**src/rtl/hwc_pkg.sv**
```systemverilog
package hwc_pkg;
  localparam int DATA_W      = 72;
  localparam int CMD_W       = 11;
  localparam int ID_W        = 5;
  localparam int ADDR_W      = 16;
  localparam int REG_ADDR_W  = 12;
  localparam int LEN_W       = 8;
  localparam int MASK_W      = 4;
  localparam int LOW_W       = 26;

  localparam logic [1:0] OP_WRITE   = 2'b01;
  localparam logic [1:0] TGT_DATA   = 2'b00;
  localparam logic [1:0] TGT_MASK   = 2'b01;
  localparam logic [1:0] TGT_RSVD   = 2'b10;
  localparam logic [1:0] TGT_REG    = 2'b11;
  localparam logic [REG_ADDR_W-1:0] BURST_REG_ADDR = 12'h010;
  localparam logic [CMD_W-1:0] PHASE_CMP_MASK = 11'h7FB;

  typedef struct packed {
    logic ok;
    logic burst;
    logic regTgt;
    logic lenZero;
    logic lastBeat;
  } decInfo_t;

  typedef struct packed {
    logic accept;
    logic step;
  } ctlStrobes_t;
endpackage

```
**src/rtl/hwcDatapath.sv**
```systemverilog
module hwcDatapath
  import hwc_pkg::*;
(
  input  logic                   clk,
  input  logic                   rstN,
  input  logic                   cmdValid,
  input  logic [CMD_W-1:0]       cmdPhaseA,
  input  logic [CMD_W-1:0]       cmdPhaseB,
  input  logic [LOW_W-1:0]       dqLow,
  input  logic [ID_W-1:0]        devId,
  input  ctlStrobes_t            strb,
  output decInfo_t               dec,
  output logic [1:0]             wrTarget,
  output logic [ADDR_W-1:0]      wrAddr,
  output logic [MASK_W-1:0]      wrMaskIdx
);
  logic [ID_W-1:0]   idField;
  logic [1:0]        tgtField;
  logic              idHit;
  logic              phaseSame;
  logic [ADDR_W-1:0] startAddr;

  logic [1:0]        tgtQ;
  logic [ADDR_W-1:0] addrQ;
  logic [MASK_W-1:0] maskQ;
  logic              burstModeQ;
  logic [LEN_W-1:0]  remQ;
  logic [ADDR_W-1:0] burstStartQ;
  logic [LEN_W-1:0]  burstLenQ;
  logic              burstRegWr;

  assign idField   = dqLow[25:21];
  assign tgtField  = dqLow[20:19];
  assign idHit     = (idField == devId) || (&idField);
  assign phaseSame = ((cmdPhaseA ^ cmdPhaseB) & PHASE_CMP_MASK) == '0;

  always_comb begin
    dec.ok       = cmdValid && (cmdPhaseA[1:0] == OP_WRITE) && !cmdPhaseA[9]
                   && phaseSame && idHit && (tgtField != TGT_RSVD);
    dec.burst    = cmdPhaseA[2];
    dec.regTgt   = (tgtField == TGT_REG);
    dec.lenZero  = (burstLenQ == '0);
    dec.lastBeat = !burstModeQ || (remQ == LEN_W'(1));
  end

  always_comb begin
    if (cmdPhaseA[2])             startAddr = burstStartQ;
    else if (tgtField == TGT_REG) startAddr = ADDR_W'(dqLow[18:7]);
    else                          startAddr = dqLow[ADDR_W-1:0];
  end

  assign burstRegWr = strb.step && !burstModeQ && (tgtQ == TGT_REG)
                      && (addrQ == ADDR_W'(BURST_REG_ADDR));

  always_ff @(posedge clk) begin
    if (!rstN) begin
      tgtQ        <= TGT_DATA;
      addrQ       <= '0;
      maskQ       <= '0;
      burstModeQ  <= 1'b0;
      remQ        <= '0;
      burstStartQ <= '0;
      burstLenQ   <= '0;
    end else begin
      if (strb.accept) begin
        tgtQ       <= tgtField;
        addrQ      <= startAddr;
        maskQ      <= {cmdPhaseA[10], cmdPhaseA[5:3]};
        burstModeQ <= cmdPhaseA[2];
        remQ       <= burstLenQ;
      end else if (strb.step) begin
        if (burstModeQ) addrQ <= addrQ + ADDR_W'(1);
        remQ <= remQ - LEN_W'(1);
      end
      if (burstRegWr) begin
        burstStartQ <= dqLow[ADDR_W-1:0];
        burstLenQ   <= dqLow[ADDR_W+LEN_W-1:ADDR_W];
      end
    end
  end

  assign wrTarget  = tgtQ;
  assign wrAddr    = addrQ;
  assign wrMaskIdx = maskQ;
endmodule

```
**src/rtl/hwcControl.sv**
```systemverilog
module hwcControl
  import hwc_pkg::*;
(
  input  logic        clk,
  input  logic        rstN,
  input  decInfo_t    dec,
  output ctlStrobes_t strb,
  output logic        busy,
  output logic        burstErr
);
  typedef enum logic [1:0] {ST_IDLE, ST_DATA, ST_GAP} state_t;

  state_t stateQ, stateD;
  logic   errD, errQ;

  always_comb begin
    strb   = '0;
    stateD = stateQ;
    errD   = 1'b0;
    case (stateQ)
      ST_IDLE: begin
        if (dec.ok) begin
          if (dec.burst && dec.regTgt) begin
            errD = 1'b1;
          end else begin
            strb.accept = 1'b1;
            stateD = (dec.burst && dec.lenZero) ? ST_GAP : ST_DATA;
          end
        end
      end
      ST_DATA: begin
        strb.step = 1'b1;
        if (dec.lastBeat) stateD = ST_GAP;
      end
      default: stateD = ST_IDLE;
    endcase
  end

  always_ff @(posedge clk) begin
    if (!rstN) begin
      stateQ <= ST_IDLE;
      errQ   <= 1'b0;
    end else begin
      stateQ <= stateD;
      errQ   <= errD;
    end
  end

  assign busy     = (stateQ != ST_IDLE);
  assign burstErr = errQ;
endmodule

```
**src/rtl/hostWriteCtl.sv**
```systemverilog
module hostWriteCtl
  import hwc_pkg::*;
(
  input  logic              clk,
  input  logic              rstN,
  input  logic              cmdValid,
  input  logic [CMD_W-1:0]  cmdPhaseA,
  input  logic [CMD_W-1:0]  cmdPhaseB,
  input  logic [DATA_W-1:0] dq,
  input  logic [ID_W-1:0]   devId,
  output logic              wrEn,
  output logic [1:0]        wrTarget,
  output logic [ADDR_W-1:0] wrAddr,
  output logic [DATA_W-1:0] wrData,
  output logic [MASK_W-1:0] wrMaskIdx,
  output logic              busy,
  output logic              burstErr
);
  decInfo_t    dec;
  ctlStrobes_t strb;

  hwcDatapath u_dp (
    .clk(clk), .rstN(rstN), .cmdValid(cmdValid),
    .cmdPhaseA(cmdPhaseA), .cmdPhaseB(cmdPhaseB),
    .dqLow(dq[LOW_W-1:0]), .devId(devId), .strb(strb), .dec(dec),
    .wrTarget(wrTarget), .wrAddr(wrAddr), .wrMaskIdx(wrMaskIdx)
  );

  hwcControl u_ctl (
    .clk(clk), .rstN(rstN), .dec(dec), .strb(strb),
    .busy(busy), .burstErr(burstErr)
  );

  assign wrEn   = strb.step;
  assign wrData = dq;
endmodule

```
**config.mk**
```make
export PLATFORM = sky130hd
export DESIGN_NAME = hostWriteCtl
export DESIGN_NICKNAME = d
export VERILOG_FILES = /design/src/rtl/hwc_pkg.sv /design/src/rtl/hwcDatapath.sv /design/src/rtl/hwcControl.sv /design/src/rtl/hostWriteCtl.sv
export SDC_FILE = /design/constraint.sdc
export NUM_CORES = 1
export LEC_CHECK = 0
export ABC_AREA = 0
export BUFFER_PORTS_ARGS = -buffer_cell sky130_fd_sc_hd__buf_2
export CAP_MARGIN = 5
export CORE_MARGIN = 5
export CORE_UTILIZATION = 35
export DETAILED_ROUTE_END_ITERATION = 6
export PLACE_DENSITY_LB_ADDON = 0.08
export SYNTH_ARGS = -nofsm -noshare
export SYNTH_HDL_FRONTEND = slang
export SYNTH_SLANG_ARGS = --single-unit
```
**constraint.sdc**
```tcl
create_clock -name clk -period 2.1 [get_ports clk]
set_input_delay 0.21 -clock clk [delete_from_list [all_inputs] [get_ports clk]]
set_output_delay 0.21 -clock clk [all_outputs]
set_load 0.01 [all_outputs]
```
## Word-level counts from Yosys, hierarchy flattened

Index checks and enable logic that the tools add are counted.

| cells by class | value |
|---|---|
| add/sub/neg operators | 2 |
| muxes and demuxes | 17 |
| magnitude comparators | 0 |
| shift operators | 0 |
| div/mod/pow operators | 0 |
| bitwise operators | 1 |
| reduce and logical (&&, ||, !) cells | 24 |
| $mul | 0 |
| equality and inequality tests | 11 |

Operators with widths:

| cell | number |
|---|---|
| 16-bit two-way mux | 5 |
| 16-bit by 1-bit adder with 16-bit output (second input constant) | 1 |
| 16-bit by 5-bit == test with 1-bit output (second input constant) | 1 |
| 8-bit two-way mux | 2 |
| 11-bit zero test | 1 |
| 11-bit bitwise XOR | 1 |
| 1-bit logical AND | 10 |
| 8-bit by 1-bit == test with 1-bit output (second input constant) | 1 |
| 8-bit zero test | 1 |
| 2-bit two-way mux | 4 |
| 2-bit != test (second input constant) | 4 |
| 8-bit by 1-bit subtractor with 8-bit output (second input constant) | 1 |
| 3-bit AND reduction | 2 |
| 2-bit nonzero test | 3 |
| 5-bit == test | 1 |
| 1-bit two-way mux | 5 |
| 5-bit AND reduction | 1 |
| 2-bit by 1-bit == test with 1-bit output (second input constant) | 2 |
| 2-bit == test (second input constant) | 2 |
| 2-bit one-hot mux with 2 select lines | 1 |
| 1-bit zero test | 2 |
| 2-bit zero test | 1 |
| 1-bit logical OR | 2 |
| 2-bit AND reduction | 1 |

| storage, ports and cells | value |
|---|---|
| word-level logic and storage cells | 64 |
| memories kept | 0 |
| memory bits (read-only) | 0 |
| bits in writable memories | 0 |
| latch bits | 0 |
| register bits after elaboration | 58 |

## Longest topological paths before layout

| logic depth | value |
|---|---|
| depth in word-level cells | 10 |
| gate-level depth with buffers | 8 |
| mapped depth without buffers | 7 |

## Modules after synthesis

Synthesis repeated with hierarchy kept, for this count alone.

| second synthesis, totals | value |
|---|---|
| cells, all modules | 479 |
| area, all modules | 3,983.8 sq um |

By module, submodules not included:

| module | area an instance (sq um) | seq. area each (sq um) | times used | cells an instance |
|---|---|---|---|---|
| hwcDatapath | 3,266.9 | 1,101.1 | 1 | 390 |
| hostWriteCtl | 540.5 | 0.0 | 1 | 72 |
| hwcControl | 176.4 | 60.1 | 1 | 17 |

## Worst setup path after synthesis

OpenSTA, ideal clock, no wires.

| timing path | value |
|---|---|
| kind | register to register |
| from | register u_dp.addrQ[3], in the netlist u_dp.wrAddr[3] |
| to | register u_dp.burstLenQ[0] |
| arrival time | 1.675 ns |
| path slack | 0.298 ns |
| cell stages (with the launch flop) | 7 |
| buffers on the path | 1 |
| period minus slack after synthesis | 1.802 ns |
| library setup time | 0.128 ns |
| cells stage by stage | dfxtp_1 -> or4b_4 -> nor4_4 -> nand4_4 -> buf_6 -> mux2i_1 -> nor2_1 |

| on the way | value |
|---|---|
| word-level cells in the longest chain between the ends | 2 |

RTL lines:

| what | RTL line | RTL |
|---|---|---|
| start, declared | hwcDatapath.sv:24 | `logic [ADDR_W-1:0] addrQ;` |
| start signal, assigned | hwcDatapath.sv:67 | `addrQ <= startAddr;` |
| start signal, assigned | hwcDatapath.sv:72 | `if (burstModeQ) addrQ <= addrQ + ADDR_W'(1);` |
| 16-bit by 5-bit == test with 1-bit output | hwcDatapath.sv:53 | `&& (addrQ == ADDR_W'(BURST_REG_ADDR));` |
| 1-bit logical AND | hwcDatapath.sv:53 |  |
| end signal, assigned | hwcDatapath.sv:77 | `burstLenQ <= dqLow[ADDR_W+LEN_W-1:ADDR_W];` |
| end, declared | hwcDatapath.sv:29 | `logic [LEN_W-1:0] burstLenQ;` |

Every way passes these cells.
A chain may end at the register's enable or synchronous reset.

## Final worst setup path

| timing path | value |
|---|---|
| from | register u_ctl.stateQ[1] |
| to | register u_dp.remQ[4] |

| on the way | value |
|---|---|
| word-level cells in the longest chain between the ends | 3 |
| elaborated cells between the ends (all ways) | 6 |
| classes of those cells | eq/ne: 1; mux: 3; reduce/logical: 2 |

RTL lines:

| what | RTL line | RTL |
|---|---|---|
| start, declared | hwcControl.sv:13 | `state_t stateQ, stateD;` |
| start signal, assigned | hwcControl.sv:44 | `stateQ <= stateD;` |
| 2-bit by 1-bit == test with 1-bit output or 2-bit zero test (tied branches) | hwcControl.sv:20 | `case (stateQ)` |
| 1-bit two-way mux | hwcControl.sv:20 |  |
| 2-bit nonzero test (no source line) or 8-bit two-way mux (tied branches) | -- |  |
| end signal, assigned | hwcDatapath.sv:70 | `remQ <= burstLenQ;` |
| end signal, assigned | hwcDatapath.sv:73 | `remQ <= remQ - LEN_W'(1);` |
| end, declared | hwcDatapath.sv:27 | `logic [LEN_W-1:0] remQ;` |

Parallel ways exist; a longest one is shown, timed or not.

==> summary.txt <==
Clocking
  – Worst-path clk slew: 0.06 ns
  – Clock Sinks: 58
  – Inserted Clock Buffers: 9
  – Clk_lat worst skew: 0.32 ns
  – Root buf cell: clkbuf_16
  – CTS H-tree depth: 3
  – CTS tree: built
  – Hold-fix buffer count after cts: 0
  – Max clock buf depth: 2

Synth
  – Mapped cell area: 3960 µm²
  – Synth Flop Type: dfxtp_1
  – Synth top area cells: dfxtp_1 29%, buf_4 14%, mux2i_1 6.8%, a2111oi_4 4.2%, nor2_1 3.9%
  – Post-synth ARST share: 0
  – Yosys top cell by area: dfxtp_1
  – Synth Register Bits: 58
  – Synth warn: 0
  – Yosys cell types: 59
  – Syn Area/Cell: 8.68 µm²
  – Synth Instances: 456
  – Post-synth EDFFs: 0
  – Synth top area share: 0.293
  – Top-count cell post-synth: buf_4
  – Top post-synthesis cells by count: 73 x buf_4, 58 x dfxtp_1, 41 x nor2_1, 27 x mux2i_1, 24 x nand3_1
  – Sequential share of the synthesized area: 0.293
  – Post-Synthesis Net Count: 562

Floorplan
  – Rows: 38
  – Die Y: 116 µm
  – I/O Pins: 199
  – Die Wd: 116 µm
  – Die ar.: 13,500 µm²
  – Core Box Area: 11,000 µm²
  – Initial Util: 0.361

STA
  – Final period utilization: 0.952
  – Setup TNS: 0 ns
  – Fmax: 0.500 GHz
  – Max-slew violations: 0
  – Final WS setup: 0.101 ns
  – Final Hold Slack: 0.146 ns
  – Worst-Margin Slew: 0.591 ns
  – Hold Fails Final Rpt: 0
  – Relative slew slack: 0.606
  – Worst Skew: 0.00910 ns
  – Setup Viol. Count Final: 0
  – Minimum clock period: 2.00 ns

Placement
  – Routability cong.: 0.807
  – DP Cell Count: 630
  – Post-Place Setup Slack: -0.0164 ns
  – Hpwl dp: 8.67 mm
  – Port Buf Inserts: 105

Critical path
  – CP max stage delay: 0.32 ns
  – Crit end category: register
  – Crit-path max FO: 12
  – CP cell instances: nor4b_2 -> nor4b_4 -> nand4_1 -> buf_6 -> buf_4 -> clkbuf_16 -> nor3_1 -> a211oi_1
  – Critical Path RT: 2.28 ns
  – Critical path arrival: 2.18 ns
  – Crit path kind: register to register
  – Startpoint Class: register
  – Slowest cell on the critical path: dfxtp_1

GRT
  – Vias in the first global route: 3,193
  – GRT Residual Overflow: 0
  – Largest net degree at the start of global routing: 52
  – Tot GR Track Use: 0.172
  – Initial antenna violation count: 0
  – First-pass GRT wire length: 18.1 mm

Routing
  – Post-route antenna net violation count: 0
  – Drt first pass iters: 4
  – Routed vias/inst: 5.21
  – Vias post-DR: 3,389
  – WL final: 11.8 mm
  – Initial drt markers: 207
  – WL/cell: 18.2 µm
  – DRC: 0

Power and ir drop
  – PwrDens: 653 nW/µm²
  – Max IR drop VDD: 0.000284 V
  – Leakage power: 2.02 nW

Layout
  – Diodes inserted: 0
  – Nets: 612
  – Layout cells sized above 1: 0.341
  – Fillers: 1,095
  – Area growth from synthesis to layout: 17.6%
  – Finished Layout Cells: 651

Hold path
  – Worst min-delay path class: primary input to register

Outcome
  – Status: completed

Flow run
  – Maxcap violations: 0
## cell type report
cell class / instances / area, µm² / area share
clock buffers: 12 / 267 / 0.0572
well taps: 140 / 175 / 0.0376
flip-flops and latches: 58 / 1160 / 0.249
clock inverters: 4 / 72.6 / 0.0156
multi-input cells: 290 / 2120 / 0.455
inverters: 11 / 41.3 / 0.00887
repair buffers: 136 / 822 / 0.177
## cell families after synthesis
| group | count (synthesis) | share of synthesized area |
|---|---|---|
| adders and majority gates | 4 | 0.0126 |
| and+or+nand+nor | 143 | 0.200 |
| xor gates and xnor gates | 30 | 0.0664 |
| buffers and inverters | 108 | 0.179 |
| muxes | 28 | 0.0711 |
| DFF | 58 | 0.293 |
| AOI/OAI and AO/OA | 85 | 0.179 |
## what timing repair did
item	in CTS	in global routing
cloned	0	2
endpoints found under the hold margin	0	0
buffers inserted	0	3
gates resized for setup	2	7
pin swaps	0	4
setup endpoints to repair	2	8
## report_power, final
group          internal [mW]  total [mW]  switching, mW
Sequential              1.10        1.10     0.00000739
Clock                   1.13        1.65          0.520
Combinational          0.111       0.288          0.177
## registers in the layout, summed over array words and instances (netlist names)
name and flops:
u_dp.burstStartQ 16, u_dp.wrTarget 2, u_dp.wrAddr 16, u_dp.burstLenQ 8
u_ctl.stateQ 2, u_dp.burstModeQ 1, u_dp.remQ 8, u_ctl.burstErr 1
u_dp.wrMaskIdx 4
## critical path, delay by kind of cell, from the launching register on
| kind | cells | cell delay, ns |
|---|---|---|
| compound gates | 1 | 0.09 |
| buf+inv | 3 | 0.47 |
| flops | 1 | 0.32 |
| simple gates | 4 | 0.97 |
## stage by stage
step	utilization	instance area (µm²)	total power, mW
detailed placement	0.384	4220	1.41
global route	0.424	4660	3.15
CTS	0.415	4560	3.07
global placement	0.384	4220	1.41
finish	0.424	4660	3.04
floorplan	-	3960	1.39
## routing by layer
metal / global-route usage / part of all wire / vias to the layer above
met5: 0 / 0 / -
met4: 0.0464 / 0.0090 / 0
met3: 0.0332 / 0.062 / 16
met2: 0.237 / 0.43 / 105
met1: 0.269 / 0.50 / 1606
li1: - / - / 1662
## cells in the final DEF, fill, tap and decap left out, types with 4 or more instances in the layout
cell type	netlist	routed
buf_2	4	105
dfxtp_1	58	58
nor2_1	41	41
mux2i_1	27	27
buf_4	73	26
nand3_1	24	24
nand2_1	23	23
a21oi_1	19	19
xor2_1	16	16
a211oi_1	17	16
xnor2_1	14	14
o21ai_0	12	12
clkbuf_16	0	11
inv_1	10	10
nor3_1	11	10
nor4_1	7	7
nand4_1	6	6
a2111oi_4	6	6
nand2b_1	5	5
a2111oi_1	0	5
a31oi_1	4	4
ha_1	4	4
## path summary, 6_finish.rpt
path | start | endpoint | slack, ns | cells past startpoint
setup / recovery | u_ctl.stateQ[1] | u_dp.remQ[4] | 0.10 | 8
hold reg to reg | u_dp.wrMaskIdx[0] | u_dp.wrMaskIdx[0] | 0.49 | 2
setup reg to reg | u_ctl.stateQ[1] | u_dp.remQ[4] | 0.10 | 8
hold / removal | dq[4] | u_dp.burstStartQ[4] | 0.15 | 3
Note: power is estimated with default switching activity, not from simulation.
